--- config.mk ---
export PLATFORM = sky130hd
export DESIGN_NAME = sat_mac
export DESIGN_NICKNAME = d
export VERILOG_FILES = /design/src/rtl/mac_pkg.sv /design/src/rtl/mac_mul_stage.sv /design/src/rtl/mac_acc_bank.sv /design/src/rtl/mac_readout.sv /design/src/rtl/sat_mac.sv
export SDC_FILE = /design/constraint.sdc
export NUM_CORES = 2
export LEC_CHECK = 0
export BUFFER_PORTS_ARGS = -buffer_cell sky130_fd_sc_hd__buf_4
export CORE_ASPECT_RATIO = 1.25
export CORE_MARGIN = 3
export CORE_UTILIZATION = 45
export CTS_CLUSTER_DIAMETER = 120
export CTS_CLUSTER_SIZE = 12
export DETAILED_ROUTE_END_ITERATION = 10
export GPL_ROUTABILITY_DRIVEN = 1
export SYNTH_ARGS = -nofsm -noshare
export SYNTH_HDL_FRONTEND = slang
export SYNTH_SLANG_ARGS = --single-unit
export TNS_END_PERCENT = 1
--- constraint.sdc ---
create_clock -name clk -period 5.6 [get_ports clk]
set_input_delay 1.12 -clock clk [delete_from_list [all_inputs] [get_ports clk]]
set_output_delay 1.12 -clock clk [all_outputs]
set_load 0.05 [all_outputs]
--- src/rtl/mac_pkg.sv ---
package mac_pkg;
    typedef enum logic [2:0] {
        CMD_IDLE  = 3'd0,
        CMD_CLEAR = 3'd1,
        CMD_LOAD  = 3'd2,
        CMD_ADD   = 3'd3,
        CMD_SUB   = 3'd4
    } mac_cmd_e;
endpackage

--- src/rtl/mac_mul_stage.sv ---
module mac_mul_stage
    import mac_pkg::*;
#(
    parameter int DATA_W = 16,
    parameter int SEL_W  = 2,
    localparam int PROD_W = 2 * DATA_W
) (
    input  logic              clk,
    input  logic              rst_n,
    input  logic              op_valid,
    input  logic [2:0]        op_code,
    input  logic [SEL_W-1:0]  acc_sel,
    input  logic              frac_mode,
    input  logic [DATA_W-1:0] opnd_a,
    input  logic [DATA_W-1:0] opnd_b,
    output logic              p_valid,
    output mac_cmd_e          p_cmd,
    output logic [SEL_W-1:0]  p_sel,
    output logic [PROD_W-1:0] p_prod
);
    localparam logic [DATA_W-1:0] MOST_NEG = {1'b1, {(DATA_W-1){1'b0}}};
    localparam logic [PROD_W-1:0] PROD_TOP = {1'b0, {(PROD_W-1){1'b1}}};

    logic signed [PROD_W-1:0] raw_prod;
    logic [PROD_W-1:0]        aligned;
    logic                     legal;
    mac_cmd_e                 dec_cmd;

    // Signed full-width product, then optional Q15 alignment
    always_comb begin
        raw_prod = $signed(opnd_a) * $signed(opnd_b);
        if (!frac_mode)
            aligned = raw_prod;
        else if (opnd_a == MOST_NEG && opnd_b == MOST_NEG)
            aligned = PROD_TOP;
        else
            aligned = raw_prod <<< 1;
    end

    always_comb begin
        legal   = 1'b1;
        dec_cmd = CMD_IDLE;
        unique case (op_code)
            3'd1:    dec_cmd = CMD_CLEAR;
            3'd2:    dec_cmd = CMD_LOAD;
            3'd3:    dec_cmd = CMD_ADD;
            3'd4:    dec_cmd = CMD_SUB;
            default: legal = 1'b0;
        endcase
    end

    always_ff @(posedge clk or negedge rst_n) begin
        if (!rst_n) begin
            p_valid <= 1'b0;
            p_cmd   <= CMD_IDLE;
            p_sel   <= '0;
            p_prod  <= '0;
        end else begin
            p_valid <= op_valid && legal;
            p_cmd   <= dec_cmd;
            p_sel   <= acc_sel;
            p_prod  <= aligned;
        end
    end
endmodule

--- src/rtl/mac_acc_bank.sv ---
module mac_acc_bank
    import mac_pkg::*;
#(
    parameter int PROD_W  = 32,
    parameter int GUARD_W = 8,
    parameter int NUM_ACC = 4,
    parameter int SEL_W   = 2,
    localparam int ACC_W  = PROD_W + GUARD_W
) (
    input  logic              clk,
    input  logic              rst_n,
    input  logic              p_valid,
    input  mac_cmd_e          p_cmd,
    input  logic [SEL_W-1:0]  p_sel,
    input  logic [PROD_W-1:0] p_prod,
    output logic [ACC_W-1:0]  acc_q [NUM_ACC],
    output logic [NUM_ACC-1:0] clr_hit
);
    logic [ACC_W-1:0] prod_ext;

    assign prod_ext = {{GUARD_W{p_prod[PROD_W-1]}}, p_prod};

    for (genvar g = 0; g < NUM_ACC; g++) begin : g_acc
        logic hit;
        assign hit        = p_valid && (p_sel == SEL_W'(g));
        assign clr_hit[g] = hit && (p_cmd == CMD_CLEAR);

        always_ff @(posedge clk or negedge rst_n) begin
            if (!rst_n) begin
                acc_q[g] <= '0;
            end else if (hit) begin
                unique case (p_cmd)
                    CMD_CLEAR: acc_q[g] <= '0;
                    CMD_LOAD:  acc_q[g] <= prod_ext;
                    CMD_ADD:   acc_q[g] <= acc_q[g] + prod_ext;
                    CMD_SUB:   acc_q[g] <= acc_q[g] - prod_ext;
                    default:   acc_q[g] <= acc_q[g];
                endcase
            end
        end
    end
endmodule

--- src/rtl/mac_readout.sv ---
module mac_readout #(
    parameter int DATA_W = 16,
    parameter int ACC_W  = 40
) (
    input  logic [ACC_W-1:0]  acc_val,
    input  logic              frac_mode,
    input  logic              sat_en,
    output logic [DATA_W-1:0] out_val,
    output logic              clamped
);
    localparam int EXT_W = ACC_W + 1;
    localparam logic signed [EXT_W-1:0] HI_LIM =
        {{(EXT_W-DATA_W+1){1'b0}}, {(DATA_W-1){1'b1}}};
    localparam logic signed [EXT_W-1:0] LO_LIM =
        {{(EXT_W-DATA_W+1){1'b1}}, {(DATA_W-1){1'b0}}};
    localparam logic signed [EXT_W-1:0] HALF_LSB =
        {{(EXT_W-DATA_W){1'b0}}, 1'b1, {(DATA_W-1){1'b0}}};

    logic signed [EXT_W-1:0] ext;
    logic signed [EXT_W-1:0] scaled;
    logic                    above;
    logic                    below;

    always_comb begin
        ext = {acc_val[ACC_W-1], acc_val};
        if (frac_mode)
            scaled = (ext + HALF_LSB) >>> DATA_W;
        else
            scaled = ext;
        above   = scaled > HI_LIM;
        below   = scaled < LO_LIM;
        clamped = sat_en && (above || below);
        if (sat_en && above)
            out_val = {1'b0, {(DATA_W-1){1'b1}}};
        else if (sat_en && below)
            out_val = {1'b1, {(DATA_W-1){1'b0}}};
        else
            out_val = scaled[DATA_W-1:0];
    end
endmodule

--- src/rtl/sat_mac.sv ---
module sat_mac
    import mac_pkg::*;
#(
    parameter int DATA_W  = 16,
    parameter int GUARD_W = 8,
    parameter int NUM_ACC = 4,
    localparam int SEL_W  = $clog2(NUM_ACC),
    localparam int PROD_W = 2 * DATA_W,
    localparam int ACC_W  = PROD_W + GUARD_W
) (
    input  logic               clk,
    input  logic               rst_n,
    input  logic               op_valid,
    input  logic [2:0]         op_code,
    input  logic [SEL_W-1:0]   acc_sel,
    input  logic               frac_mode,
    input  logic [DATA_W-1:0]  opnd_a,
    input  logic [DATA_W-1:0]  opnd_b,
    input  logic               rd_en,
    input  logic [SEL_W-1:0]   rd_sel,
    input  logic               sat_en,
    output logic               rd_valid,
    output logic [DATA_W-1:0]  rd_data,
    output logic [NUM_ACC-1:0] ovf_flags
);
    logic              p_valid;
    mac_cmd_e          p_cmd;
    logic [SEL_W-1:0]  p_sel;
    logic [PROD_W-1:0] p_prod;
    logic [ACC_W-1:0]  acc_q [NUM_ACC];
    logic [NUM_ACC-1:0] clr_hit;
    logic [DATA_W-1:0] rd_next;
    logic              rd_clamp;

    mac_mul_stage #(.DATA_W(DATA_W), .SEL_W(SEL_W)) u_mul (
        .clk(clk), .rst_n(rst_n), .op_valid(op_valid), .op_code(op_code),
        .acc_sel(acc_sel), .frac_mode(frac_mode), .opnd_a(opnd_a),
        .opnd_b(opnd_b), .p_valid(p_valid), .p_cmd(p_cmd), .p_sel(p_sel),
        .p_prod(p_prod)
    );

    mac_acc_bank #(.PROD_W(PROD_W), .GUARD_W(GUARD_W), .NUM_ACC(NUM_ACC),
                   .SEL_W(SEL_W)) u_bank (
        .clk(clk), .rst_n(rst_n), .p_valid(p_valid), .p_cmd(p_cmd),
        .p_sel(p_sel), .p_prod(p_prod), .acc_q(acc_q), .clr_hit(clr_hit)
    );

    mac_readout #(.DATA_W(DATA_W), .ACC_W(ACC_W)) u_rd (
        .acc_val(acc_q[rd_sel]), .frac_mode(frac_mode), .sat_en(sat_en),
        .out_val(rd_next), .clamped(rd_clamp)
    );

    always_ff @(posedge clk or negedge rst_n) begin
        if (!rst_n) begin
            rd_valid <= 1'b0;
            rd_data  <= '0;
        end else begin
            rd_valid <= rd_en;
            if (rd_en)
                rd_data <= rd_next;
        end
    end

    // Sticky clamp flags; a clear arriving at the bank wins over a clamp
    for (genvar g = 0; g < NUM_ACC; g++) begin : g_flag
        always_ff @(posedge clk or negedge rst_n) begin
            if (!rst_n)
                ovf_flags[g] <= 1'b0;
            else if (clr_hit[g])
                ovf_flags[g] <= 1'b0;
            else if (rd_en && rd_sel == SEL_W'(g) && rd_clamp)
                ovf_flags[g] <= 1'b1;
        end
    end
endmodule

Word level (Yosys, flattened, before mapping)
Index checks and enable logic that the tools add are counted.
{"block": "op_classes", "n_addsub": 9, "multipliers": 1, "n_div": 0, "order_cmp": 3, "n_eq_ne": 16, "n_shift": 0, "n_mux": 22, "bitwise": 1, "reduce_logical": 34}
{"operator": "40-bit one-hot mux with 4 select lines", "count": 4}
{"operator": "40-bit adder", "count": 4}
{"operator": "40-bit subtractor", "count": 4}
{"operator": "40-bit binary-select mux with 2-bit select", "count": 1}
{"operator": "40-bit 2-to-1 mux", "count": 2}
{"operator": "32-bit 2-to-1 mux", "count": 2}
{"operator": "40-bit by 17-bit adder with 41-bit output, second input constant", "count": 1}
{"operator": "41-bit by 16-bit > comparator with 1-bit output, second input constant", "count": 1}
{"operator": "41-bit by 16-bit less-than comparator with 1-bit output, second input constant", "count": 1}
{"operator": "41-bit 2-to-1 mux", "count": 1}
{"operator": "16-bit == test, second input constant", "count": 2}
{"operator": "16-bit by 16-bit multiplier with 32-bit output", "count": 1}
{"operator": "16-bit 2-to-1 mux", "count": 2}
{"operator": "1-bit logical AND", "count": 21}
{"operator": "3-bit by 2-bit == test with 1-bit output, second input constant", "count": 4}
{"operator": "3-bit one-hot mux with 4 select lines", "count": 1}
{"operator": "1-bit 2-to-1 mux", "count": 9}
{"operator": "2-bit == test, second input constant", "count": 4}
{"operator": "2-bit AND reduction", "count": 4}
{"operator": "2-bit nonzero test", "count": 4}
{"operator": "3-bit by 1-bit == test with 1-bit output, second input constant", "count": 2}
{"operator": "3-bit == test, second input constant", "count": 2}
{"operator": "2-bit by 1-bit == test with 1-bit output, second input constant", "count": 2}
{"operator": "2-bit logical NOT", "count": 2}
{"operator": "other kinds (5)", "count": 5}
{"block": "word_totals", "register_bits": 219, "latch_bits": 0, "ram_bits": 0, "rom_bits": 0, "in_bits": 45, "memories": 0}

Logic depth before layout (Yosys ltp)
{"block": "logic_depth", "ltp_word": 12, "depth_mapped": 27, "mapped_depth_nobuf": 26}

Modules after synthesis
Synthesis repeated with hierarchy kept, for this count alone.
{"block": "hier_totals", "hier_cells": 3815, "hier_area_um2": 32258.4}
{"mod": "mac_acc_bank", "instances": 1, "cells_each": 2323, "area_per_inst_um2": 17873.4, "seq_area_each_um2": 4003.8}
{"mod": "mac_mul_stage", "instances": 1, "cells_each": 1214, "area_per_inst_um2": 11462.2, "seq_area_each_um2": 950.9}
{"mod": "sat_mac", "instances": 1, "cells_each": 100, "area_per_inst_um2": 1805.5, "seq_area_each_um2": 525.5}
{"mod": "mac_readout", "instances": 1, "cells_each": 178, "area_per_inst_um2": 1117.3, "seq_area_each_um2": 0.0}

Worst setup path before layout
No wires, ideal clock.
{"block": "synth_path", "kind": "input to register", "start": "in opnd_b[9]", "end": "reg u_mul.p_prod[30]", "setup_ps": 121, "arrival_ps": 7470, "required_ps": 5479, "path_slack_ps": -1992, "stages": 25, "path_cell_list": "clkbuf_1 > clkbuf_1 > nand2_1 > fa_1 > inv_1 > fa_1 > fa_1 > fa_1 > fa_1 > inv_1 > fa_1 > inv_1 > ha_1 > a21o_1 > a21o_1 > a21o_1 > a21o_1 > a21oi_1 > nor2b_1 > or3_1 > o221a_2 > or4_1 > a31oi_1 > xnor2_1 > o22a_1"}
{"block": "synth_between", "elab_chain_len": 4, "elab_cells_between_ends": 5, "cone_classes": "mul (1); eq/ne (1); mux (2); reduce/logical (1)"}
{"element": "start: declaration", "line_no": "sat_mac.sv:18", "rtl": "input logic [DATA_W-1:0] opnd_b,"}
{"element": "branches (longest 3 deep; another with 16-bit by 16-bit multiplier with 32-bit output)"}
{"element": "32-bit 2-to-1 mux *", "line_no": "mac_mul_stage.sv:32", "rtl": "if (!frac_mode)"}
{"element": "net u_mul.aligned[30]", "line_no": "mac_mul_stage.sv:25", "rtl": "logic [PROD_W-1:0] aligned;"}
{"element": "end signal: assignment", "line_no": "mac_mul_stage.sv:62", "rtl": "p_prod <= aligned;"}
{"element": "end: declaration", "line_no": "mac_mul_stage.sv:19", "rtl": "output logic [PROD_W-1:0] p_prod"}
Mark *: on every way through the listed nets, which the timed path passes.
A chain may end at the register's enable or synchronous reset.

Final worst setup path
{"block": "layout_path", "start": "in opnd_b[1]", "end": "reg u_mul.p_prod[30]"}
The elaborated chain is that of the path after synthesis.

==> reports/qor.yml <==
fp.dieH_microns: 289
synthFlopType: "dfrtp_1"
post-place-ws_ns: -2.05
drc_errors: 0
end_kind: "register"
synth_top_area_share: 0.190
crit_required_ns: 6.02
syn_area_sq_um: 28900
cts_tree: "done"
grt_pass1_wl_microns: 137000
yosysMostFrequentCell: "inv_1"
fp.dieArea_sq_um: 67200
num_vias: 24700
syn_to_final_growth_pct: 14.5
placed_area_sq_um: 32000
syn_nets: 3862
status: "finished with violations"
ctsRootBufferMaster: "clkbuf_16"
grt_use_total: 0.255
clockBufferDepth: 3
detail-route-antenna-nets: 0
path_class: "in -> reg"
row_count: 103
hp-start: "ovf_flags[1]$_DFFE_PN0P_"
grt_remaining_overflow: 0
fin_cells: 4377
fin_ws_ns: -1.14
routedWlPerCell_microns: 19.7
violations: "setup timing"
grt_pass1_vias: 25900
synthArstFlopShare: 1.00
grt_max_degree: 152
crit_arrival_ns: 7.16
start_util: 0.456
synthTopCellsByCount: "386 x inv_1, 349 x nand2_1, 266 x fa_1"
worstSkewPairLatency_ns: 0.55
io-pin-count: 66
startpoint: "opnd_b[1]"
antenna_found_initial: 0
hold_buffers: 0
drive_above_1_share: 0.143
via_per_inst: 5.64
syn-mean-instance-area_sq_um: 8.71
start_kind: "input port"
place_hpwl_microns: 67800
ys_warn_count: 0
drt_iter0_markers: 1473
cts.sinks: 219
synth_cell_types: 86
synth_area_leaders: "dfrtp_1 19%, fa_1 18%, ha_1 10%"
port-buffer-count: 65
postLayoutCellArea_sq_um: 33000
timing.final.crit_period_ns: 6.74
final_util: 0.522
hold_path_class: "reg -> reg"
fin_skew_ns: 0.0227
drv_cap: 0
synthCells: 3311
h-tree-depth: 1
slew_headroom: 0.289
crit_path_max_fanout: 5
tightest_slew_ns: 1.07
antenna_cells: 0
yosysSeqAreaShare: 0.190
synth-edff-count: 0
ys_ff_latch: 219
cts_buffers: 22
finalMaxSlewViolations: 0
die_w_microns: 232
firstDrtPassIters: 5
nNetsFinal: 4088
regToRegStartpoint: "u_mul.p_prod[2]$_DFF_PN0_"
drt_wl_total_microns: 86100
hold_violations: 0
fin_crit_sh: 1.20
max_freq_ghz: 0.148
dpl.cell_count: 4350
rsz0062_at_grt: "yes"
finalSetupViolations: 19
core_sq_um: 63300
synth_top_cell_by_area: "dfrtp_1"
clk_pin_slew_worst_paths_ns: 0.07
place_congestion: 0.916
==> registers in the layout, summed over array words and instances (netlist names) <==
name           flops
u_mul.p_sel        2
u_mul.p_cmd        3
u_bank.acc_q     160
u_mul.p_prod      32
ovf_flags          4
rd_data           16
u_mul.p_valid      1
rd_valid           1
==> metrics by stage <==
step / TNS, ns / hold WS (ns)
5_1_grt: -17.43 / 0.535
2_1_floorplan: -19.84 / 0.463
6_report: -11.63 / 0.488
4_1_cts: -13.60 / 0.495
3_3_place_gp: -28.83 / 0.471
3_5_place_dp: -30.11 / 0.480
==> kinds of logic (layout without fill, tap and decap cells) <==
kind of cell	after synthesis	after routing	synth area share
compound gates	859	859	0.188
xor+xnor	222	222	0.0674
simple gates	928	928	0.158
flops	219	219	0.190
buf+inv	524	750	0.0708
mux	53	53	0.0372
fa+ha+maj	506	506	0.289
==> worst max-delay path, cell delays in order <==
cell and delay (ns):
buf_6 0.11, buf_12 0.13, nand2_2 0.06, inv_2 0.04, buf_4 0.13, fa_1 0.54
inv_1 0.05, fa_1 0.46, fa_1 0.55, inv_1 0.06, fa_1 0.47, fa_1 0.55
inv_1 0.06, fa_1 0.52, inv_1 0.04, ha_1 0.34, o21a_1 0.15, nor2_4 0.12
o21bai_1 0.11, nand2_1 0.08, a21oi_1 0.05, and3b_2 0.24, o221a_4 0.25, or4_4 0.45
a31oi_4 0.20, xnor2_2 0.09, o22a_1 0.16
==> cells in the final DEF, fill, tap and decap left out, types with 25 or more instances in the layout <==
cell	instances
buf_4	324
nand2_1	343
nand2b_1	41
xnor2_1	143
ha_1	226
xor2_1	73
nor2_1	161
a31oi_1	26
o21ai_0	197
nor3_1	25
dfrtp_1	219
o22a_1	29
mux4_2	30
a21oi_1	256
and2_1	154
fa_1	263
a21o_1	101
nand3_1	48
inv_1	378
nor2b_1	27
o211ai_1	26
==> repair_timing <==
| item | 4_1_cts | 5_1_grt |
|---|---|---|
| pin swaps | 23 | 36 |
| setup endpoints to repair | 20 | 41 |
| buffers inserted | 1 | 2 |
| gates resized for setup | 26 | 49 |
==> metal layers <==
layer | GRT usage | vias to the layer above | wire length (microns)
li1 | - | 11700 | -
met1 | 0.309 | 12100 | 35100
met2 | 0.474 | 629 | 44300
met3 | 0.0183 | 188 | 3430
met4 | 0.0950 | 0 | 3240
met5 | 0 | - | 0
==> area by class of cell <==
type,instances,area (sq um)
tap,840,1050
timing repair buffer,340,2670
clock buffer,22,551
clock inverter,2,27.5
sequential,219,5480
fill,5902,30300
inverter,386,1450
multi-input combinational,2568,21800
==> path summary, 6_finish.rpt <==
kind | cells after the start | slack [ns] | endpoint
worst max-delay path | 27 | -1.14 | u_mul.p_prod[30]$_DFF_PN0_
worst min-delay path | 2 | 0.49 | ovf_flags[1]$_DFFE_PN0P_
worst max register to register | 19 | 0.11 | u_bank.acc_q[118]$_DFFE_PN0P_
worst min register to register | 2 | 0.49 | ovf_flags[1]$_DFFE_PN0P_
max in group asynchronous | 2 | 3.65 | u_bank.acc_q[116]$_DFFE_PN0P_
min in group asynchronous | 1 | 0.53 | u_bank.acc_q[84]$_DFFE_PN0P_
Power is not shown: default switching activity piles up to over one toggle a cycle in this logic, so the estimate is an artifact.
